--- src/rtl/ssp_pkg.sv ---
// Package: shared constants for the synchronous serial port.
// Assumes the character width is a power of two.
package ssp_pkg;
    localparam int SSP_CHAR_W = 8;
    localparam int SSP_DIV_W  = 8;
endpackage

--- src/rtl/ssp_clkgen.sv ---
// Module: half-period tick generator for the serial clock.
// Emits a one-cycle tick every div_i+1 system clocks while run_i is high.
// Assumes: counter restarts from zero whenever run_i is low.
module ssp_clkgen #(
    parameter int DIV_W = ssp_pkg::SSP_DIV_W
) (
    input  logic             clk,
    input  logic             rst_n,
    input  logic             run_i,
    input  logic [DIV_W-1:0] div_i,
    output logic             tick_o
);
    logic [DIV_W-1:0] cnt_q;

    // Tick when the count reaches the divisor.
    assign tick_o = run_i && (cnt_q == div_i);

    // Count system clocks within one serial half period.
    always_ff @(posedge clk) begin
        if (!rst_n) begin
            cnt_q <= '0;
        end else if (!run_i || tick_o) begin
            cnt_q <= '0;
        end else begin
            cnt_q <= cnt_q + 1'b1;
        end
    end
endmodule

--- src/rtl/ssp_txbuf.sv ---
// Module: transmit holding register.
// Accepts a byte only when empty; the shifter drains it via take_i.
// Assumes: take_i is only asserted while full_o is high.
module ssp_txbuf #(
    parameter int DATA_W = ssp_pkg::SSP_CHAR_W
) (
    input  logic              clk,
    input  logic              rst_n,
    input  logic              wr_i,
    input  logic [DATA_W-1:0] data_i,
    input  logic              take_i,
    output logic              full_o,
    output logic [DATA_W-1:0] data_o
);
    // Hold one pending byte; writes while full are dropped.
    always_ff @(posedge clk) begin
        if (!rst_n) begin
            full_o <= 1'b0;
            data_o <= '0;
        end else if (take_i) begin
            full_o <= 1'b0;
        end else if (wr_i && !full_o) begin
            full_o <= 1'b1;
            data_o <= data_i;
        end
    end
endmodule

--- src/rtl/ssp_txshift.sv ---
// Module: transmit shifter and serial clock phase control.
// Launches each bit on the falling serial edge, LSB first, and reloads
// from the holding register right after the last rising edge of a byte.
// Assumes: tick_i marks the end of each serial half period.
module ssp_txshift #(
    parameter int DATA_W = ssp_pkg::SSP_CHAR_W
) (
    input  logic              clk,
    input  logic              rst_n,
    input  logic              tick_i,
    input  logic              buf_full_i,
    input  logic [DATA_W-1:0] buf_data_i,
    output logic              take_o,
    output logic              rise_o,
    output logic              busy_o,
    output logic              sclk_o,
    output logic              sdo_o
);
    localparam int BW = (DATA_W > 1) ? $clog2(DATA_W) : 1;
    localparam logic [BW-1:0] LAST = BW'(DATA_W - 1);

    logic [DATA_W-1:0] sh_q;
    logic [BW-1:0]     bit_q;
    logic              end_of_char;

    // Byte finishes at the half-period end after its last rising edge.
    assign end_of_char = busy_o && tick_i && sclk_o && (bit_q == LAST);
    // Load from the buffer when idle or at a byte boundary.
    assign take_o      = buf_full_i && (!busy_o || end_of_char);
    // Serial clock rises at the end of a low phase.
    assign rise_o      = busy_o && tick_i && !sclk_o;

    // Advance serial clock phase and shift out data.
    always_ff @(posedge clk) begin
        if (!rst_n) begin
            sh_q   <= '0;
            bit_q  <= '0;
            busy_o <= 1'b0;
            sclk_o <= 1'b1;
            sdo_o  <= 1'b1;
        end else if (take_o) begin
            sh_q   <= buf_data_i;
            sdo_o  <= buf_data_i[0];
            bit_q  <= '0;
            busy_o <= 1'b1;
            sclk_o <= 1'b0;
        end else if (busy_o && tick_i) begin
            if (!sclk_o) begin
                sclk_o <= 1'b1;
            end else if (bit_q == LAST) begin
                busy_o <= 1'b0;
            end else begin
                bit_q  <= bit_q + 1'b1;
                sh_q   <= sh_q >> 1;
                sdo_o  <= sh_q[1];
                sclk_o <= 1'b0;
            end
        end
    end
endmodule

--- src/rtl/ssp_rx.sv ---
// Module: receive shifter, holding register and overrun flag.
// Samples sdi_i at each rising serial edge, LSB first.
// Assumes: rise_i is a single-cycle pulse per rising serial edge.
module ssp_rx #(
    parameter int DATA_W = ssp_pkg::SSP_CHAR_W
) (
    input  logic              clk,
    input  logic              rst_n,
    input  logic              rise_i,
    input  logic              sdi_i,
    input  logic              rd_i,
    input  logic              ovr_clr_i,
    output logic [DATA_W-1:0] data_o,
    output logic              full_o,
    output logic              ovr_o
);
    localparam int BW = (DATA_W > 1) ? $clog2(DATA_W) : 1;
    localparam logic [BW-1:0] LAST = BW'(DATA_W - 1);

    logic [DATA_W-1:0] sh_q;
    logic [DATA_W-1:0] next_char;
    logic [BW-1:0]     bit_q;
    logic              done;

    // The incoming bit enters at the top so bit 0 ends at the bottom.
    assign next_char = {sdi_i, sh_q[DATA_W-1:1]};
    assign done      = rise_i && (bit_q == LAST);

    // Shift in one bit per rising serial edge.
    always_ff @(posedge clk) begin
        if (!rst_n) begin
            sh_q  <= '0;
            bit_q <= '0;
        end else if (rise_i) begin
            sh_q  <= next_char;
            bit_q <= (bit_q == LAST) ? '0 : bit_q + 1'b1;
        end
    end

    // Transfer completed bytes unless the buffer is still unread.
    always_ff @(posedge clk) begin
        if (!rst_n) begin
            data_o <= '0;
            full_o <= 1'b0;
        end else if (done && (!full_o || rd_i)) begin
            data_o <= next_char;
            full_o <= 1'b1;
        end else if (rd_i) begin
            full_o <= 1'b0;
        end
    end

    // Record a byte lost to a full buffer; set wins over clear.
    always_ff @(posedge clk) begin
        if (!rst_n) begin
            ovr_o <= 1'b0;
        end else if (done && full_o && !rd_i) begin
            ovr_o <= 1'b1;
        end else if (ovr_clr_i) begin
            ovr_o <= 1'b0;
        end
    end
endmodule

--- src/rtl/sync_serial_port.sv ---
// Module: full-duplex clocked serial port, master clock, LSB first.
// Transmit and receive are each double-buffered; the serial clock runs
// only while a byte shifts and idles high.
// Assumes: div_i is changed only while the port is idle.
module sync_serial_port #(
    parameter int DATA_W = ssp_pkg::SSP_CHAR_W,
    parameter int DIV_W  = ssp_pkg::SSP_DIV_W
) (
    input  logic              clk,
    input  logic              rst_n,
    input  logic [DIV_W-1:0]  div_i,
    input  logic [DATA_W-1:0] tx_data_i,
    input  logic              tx_wr_i,
    output logic              tx_empty_o,
    output logic [DATA_W-1:0] rx_data_o,
    output logic              rx_full_o,
    input  logic              rx_rd_i,
    output logic              overrun_o,
    input  logic              ovr_clr_i,
    output logic              sclk_o,
    output logic              sdo_o,
    input  logic              sdi_i
);
    logic              tick;
    logic              tx_busy;
    logic              take;
    logic              rise;
    logic              buf_full;
    logic [DATA_W-1:0] buf_data;

    assign tx_empty_o = !buf_full;

    ssp_clkgen #(.DIV_W(DIV_W)) u_clkgen (
        .clk(clk), .rst_n(rst_n), .run_i(tx_busy), .div_i(div_i), .tick_o(tick)
    );

    ssp_txbuf #(.DATA_W(DATA_W)) u_txbuf (
        .clk(clk), .rst_n(rst_n), .wr_i(tx_wr_i), .data_i(tx_data_i),
        .take_i(take), .full_o(buf_full), .data_o(buf_data)
    );

    ssp_txshift #(.DATA_W(DATA_W)) u_txshift (
        .clk(clk), .rst_n(rst_n), .tick_i(tick), .buf_full_i(buf_full),
        .buf_data_i(buf_data), .take_o(take), .rise_o(rise), .busy_o(tx_busy),
        .sclk_o(sclk_o), .sdo_o(sdo_o)
    );

    ssp_rx #(.DATA_W(DATA_W)) u_rx (
        .clk(clk), .rst_n(rst_n), .rise_i(rise), .sdi_i(sdi_i), .rd_i(rx_rd_i),
        .ovr_clr_i(ovr_clr_i), .data_o(rx_data_o), .full_o(rx_full_o),
        .ovr_o(overrun_o)
    );
endmodule

--- config.mk ---
export PLATFORM = sky130hd
export DESIGN_NAME = sync_serial_port
export DESIGN_NICKNAME = d
export VERILOG_FILES = /design/src/rtl/ssp_pkg.sv /design/src/rtl/ssp_clkgen.sv /design/src/rtl/ssp_txbuf.sv /design/src/rtl/ssp_txshift.sv /design/src/rtl/ssp_rx.sv /design/src/rtl/sync_serial_port.sv
export SDC_FILE = /design/constraint.sdc
export NUM_CORES = 1
export LEC_CHECK = 0
export CAP_MARGIN = 20
export CELL_PAD_IN_SITES_DETAIL_PLACEMENT = 0
export CELL_PAD_IN_SITES_GLOBAL_PLACEMENT = 2
export CORE_MARGIN = 2
export CORE_UTILIZATION = 34
export CTS_CLUSTER_SIZE = 24
export DETAILED_ROUTE_END_ITERATION = 10
export GPL_TIMING_DRIVEN = 0
export PLACE_DENSITY_LB_ADDON = 0.1
export SETUP_SLACK_MARGIN = 0.4
export SKIP_CTS_REPAIR_TIMING = 1
export SLEW_MARGIN = 10
export SYNTH_ARGS = -nofsm -noshare
export SYNTH_HDL_FRONTEND = slang
export SYNTH_HIERARCHICAL = 1
export SYNTH_SLANG_ARGS = --single-unit
--- constraint.sdc ---
create_clock -name clk -period 2.86 [get_ports clk]
set_clock_uncertainty 0.15 [all_clocks]
set_input_delay 0.572 -clock clk [delete_from_list [all_inputs] [get_ports clk]]
set_output_delay 0.572 -clock clk [all_outputs]
set_load 0.01 [all_outputs]
==> results by group <==
Outcome
  – Status: finished, final reports clean

Floorplan
  – Starting density of the core: 0.350
  – IO Pins: 35
  – Floorplan Core Area: 6790 sq um
  – Die Y-Extent: 87.7 microns
  – Row Count: 30
  – Die Footprint: 7690 sq um
  – Die X-Extent: 87.7 microns

Detailed routing
  – Iteration count of the initial detailed-routing pass: 4
  – Average via count per standard cell: 4.59
  – Final Routed Wirelength: 4630 microns
  – Wire per inst: 12.1 microns
  – Total via count in the routed design: 1748
  – ANT nets after route: 0
  – Detailed-route DRC error count: 0
  – Number of DRC markers in iteration 0: 37

Setup path
  – Slack of the worst reg-to-reg path: 0.56 ns
  – Arrival time at the worst endpoint: 2.38 ns
  – Critical path start-end classification: register to register
  – Reg-to-reg startpoint: u_clkgen/cnt_q[2]
  – Largest fanout on the critical path: 8
  – R2r endpoint: u_rx/data_o[7]
  – Cells on worst reg2reg path: 10
  – Critical Path Start Type: register
  – Worst Path Required: 2.94 ns
  – CP Capture Type: register

Logic synthesis
  – Syn_nets: 261
  – Post-synthesis area per instance: 10.2 sq um
  – Number of flops mapped to enable cells by yosys: 0
  – Distinct cells, synth: 47
  – Synthesized netlist cell count: 234
  – Number of warnings printed during yosys synthesis: 6
  – Top flip-flop cell by instance count after synthesis: sky130_fd_sc_hd__dfxtp_1
  – Combined area of all synthesized cells: 2380 sq um
  – Count of state elements after synthesis: 50
  – Asr flop ratio synth: 0
  – Sequential-to-total area share from yosys stat: 0.420

Timing
  – Worst max-slew margin expressed relative to the limit: 0.602
  – Post-Route Setup TNS: 0 ns
  – Tightest Pin Transition: 0.597 ns
  – Portion of the clock cycle consumed by the worst path in the final layout: 0.805
  – Final Critical Period: 2.30 ns
  – Fmax: 434 MHz
  – Endpoints failing hold: 0
  – Final max-slew violation count: 0
  – Final number of setup-violating endpoints: 0
  – Unrepaired setup endpoints after global routing: no

Final layout
  – Total area of multi-input combinational cells: 1320 sq um
  – Highest-count cells in the layout ignoring fill and taps: sky130_fd_sc_hd__dfxtp_1 (50), sky130_fd_sc_hd__nand2_1 (36), sky130_fd_sc_hd__mux2i_1 (33)
  – Most common library cell in the layout ignoring fill and taps: sky130_fd_sc_hd__dfxtp_1
  – Number of nets at the end of the flow: 311
  – Filler cell count: 676
  – Area occupied by registers: 1000 sq um
  – Share of layout cells above drive strength 1: 0.193
  – Area overhead of the layout relative to synthesis: 31.4%
  – Ant. Diodes: 0
  – Cell Count, Final, Fillers Out: 381

Placement
  – Final HPWL from detailed placement: 3290 microns
  – # port buffers: 34
  – Routability-driven placement congestion ratio: 0.711
  – Cell total after placement: 364

Global route
  – Number of global-route vias before repair: 1710
  – GR Overflow Total: 0
  – Global-route total usage across every layer: 0.131
  – Number of antenna violations at the first check in global routing: 0
  – First-pass GRT wire length: 7940 microns
  – Maximum number of pins on one net before global-route repair: 16

CTS
  – Clock root buffer: sky130_fd_sc_hd__clkbuf_8
  – H-tree Lvls: 2
  – Later-pin clock latency in the skew report: 0.30 ns
  – Maximum root-to-sink buffer count: 2
  – Sink Count: 50
  – TritonCTS buffer count: 5
  – Clock slew at the register clock pins of the worst setup and hold paths: 0.09 ns
  – TritonCTS clock tree: done

Pwr
  – Areal power density over the cells: 445 nW/um^2
  – Static leakage: 1.26 nW
  – Peak supply drop: 182 uV

Worst hold path
  – Hold Crit Depth: 2
  – Worst hold-check path type: register to register
  – Worst hold path endpoint: u_txbuf/data_o[1]
  – Launch instance of the worst min-delay path: u_txbuf/data_o[1]

Flow run
  – Count of maximum capacitance violations: 0
==> cell families (layout without fill, tap and decap cells) <==
group	Yosys count	after routing	share of synthesized area
flip-flops	50	50	0.420
buffers and inverters	20	71	0.0594
multiplexers	34	34	0.143
adder cells (fa/ha/maj)	5	5	0.0263
AND/OR/NAND/NOR	80	80	0.207
AO/OA/AOI/OAI	32	32	0.0930
XOR/XNOR	13	13	0.0510
==> per-stage QoR <==
step | power (mW) | worst slack [ns] | instance area (sq um) | util | hold slack [ns]
after floorplan | 0.845 | 0.418 | 2390 | - | 0.283
after global placement | 0.908 | -0.357 | 2850 | 0.420 | 0.297
after detailed placement | 0.909 | -0.372 | 2850 | 0.420 | 0.300
after CTS | 1.41 | -0.0430 | 2960 | 0.436 | 0.314
after global routing | 1.46 | 0.436 | 3130 | 0.461 | 0.328
final | 1.39 | 0.556 | 3130 | 0.461 | 0.310
==> area by class of cell <==
| class | instances | share of cell area |
|---|---|---|
| inverters | 8 | 0.0104 |
| clock inverters | 3 | 0.0128 |
| multi-input cells | 164 | 0.420 |
| clock buffers | 5 | 0.0220 |
| flip-flops and latches | 50 | 0.320 |
| plain buffers | 12 | 0.0384 |
| repair buffers | 43 | 0.138 |
| well taps | 96 | 0.0384 |
==> routing by layer <==
layer / global-route usage / share of wire / vias up
li1: - / - / 909
met1: 0.166 / 0.50 / 817
met2: 0.221 / 0.47 / 20
met3: 0.0339 / 0.023 / 2
met4: 0.0336 / 0.0069 / 0
met5: 0 / 0 / -
==> worst max path at each step <==
stage / slack (ns) / cells past startpoint / end / startpoint
3_3_place_gp: -0.36 / 10 / u_rx/data_o[0] / div_i[0]
2_1_floorplan: 0.42 / 9 / u_rx/data_o[0] / div_i[0]
6_report: 0.56 / 10 / u_rx/data_o[7] / u_clkgen/cnt_q[2]
5_1_grt: 0.44 / 10 / u_rx/data_o[3] / u_clkgen/cnt_q[2]
3_5_place_dp: -0.37 / 10 / u_rx/data_o[7] / div_i[0]
4_1_cts: -0.04 / 10 / u_rx/data_o[7] / div_i[0]
==> where the power goes <==
part | internal (mW) | switching [mW] | total (mW)
Sequential | 0.719 | 0.0180 | 0.737
Clock | 0.258 | 0.235 | 0.493
Combinational | 0.0849 | 0.0765 | 0.161
Total | 1.06 | 0.329 | 1.39
==> sequential cells by signal (all words and copies together) (netlist names), 3 cells and up <==
register	flops
u_rx/data_o	8
u_txshift/bit_q	3
u_txbuf/data_o	8
u_txshift/sh_q	7
u_rx/bit_q	3
u_rx/sh_q	7
u_clkgen/cnt_q	8
==> synth_stat cells, types with 2 or more instances <==
| cell | instances | share of area |
|---|---|---|
| sky130_fd_sc_hd__buf_4 | 3 | 0.0095 |
| sky130_fd_sc_hd__a211oi_2 | 2 | 0.011 |
| sky130_fd_sc_hd__or3_1 | 3 | 0.0079 |
| sky130_fd_sc_hd__o21ai_0 | 3 | 0.0063 |
| sky130_fd_sc_hd__xor2_1 | 10 | 0.037 |
| sky130_fd_sc_hd__buf_6 | 3 | 0.014 |
| sky130_fd_sc_hd__nand3_1 | 4 | 0.0084 |
| sky130_fd_sc_hd__mux2i_1 | 34 | 0.14 |
| sky130_fd_sc_hd__xnor2_1 | 2 | 0.0074 |
| sky130_fd_sc_hd__a21oi_1 | 8 | 0.017 |
| sky130_fd_sc_hd__a221oi_1 | 3 | 0.011 |
| sky130_fd_sc_hd__nor4_4 | 2 | 0.018 |
| sky130_fd_sc_hd__nand4_1 | 3 | 0.0079 |
| sky130_fd_sc_hd__o22ai_1 | 2 | 0.0053 |
| sky130_fd_sc_hd__nor2b_1 | 9 | 0.024 |
| sky130_fd_sc_hd__and2_1 | 2 | 0.0053 |
| sky130_fd_sc_hd__nor3_2 | 3 | 0.013 |
| sky130_fd_sc_hd__a211oi_1 | 9 | 0.028 |
| sky130_fd_sc_hd__inv_1 | 7 | 0.011 |
| sky130_fd_sc_hd__ha_1 | 5 | 0.026 |
| sky130_fd_sc_hd__o211ai_1 | 2 | 0.0063 |
| sky130_fd_sc_hd__dfxtp_1 | 50 | 0.42 |
| sky130_fd_sc_hd__nor2_1 | 5 | 0.0079 |
| sky130_fd_sc_hd__nand2_1 | 37 | 0.058 |
==> worst max-delay path, cell delays in order, from the launching register on <==
cell,delay [ns]
sky130_fd_sc_hd__dfxtp_1,0.32
sky130_fd_sc_hd__buf_6,0.13
sky130_fd_sc_hd__xor2_2,0.18
sky130_fd_sc_hd__nor4_4,0.39
sky130_fd_sc_hd__and3_4,0.29
sky130_fd_sc_hd__nand2_2,0.07
sky130_fd_sc_hd__nor2_4,0.16
sky130_fd_sc_hd__nand2_4,0.08
sky130_fd_sc_hd__nor2b_4,0.12
sky130_fd_sc_hd__buf_8,0.14
sky130_fd_sc_hd__mux2i_1,0.21
(Power assumes the default switching activity.)
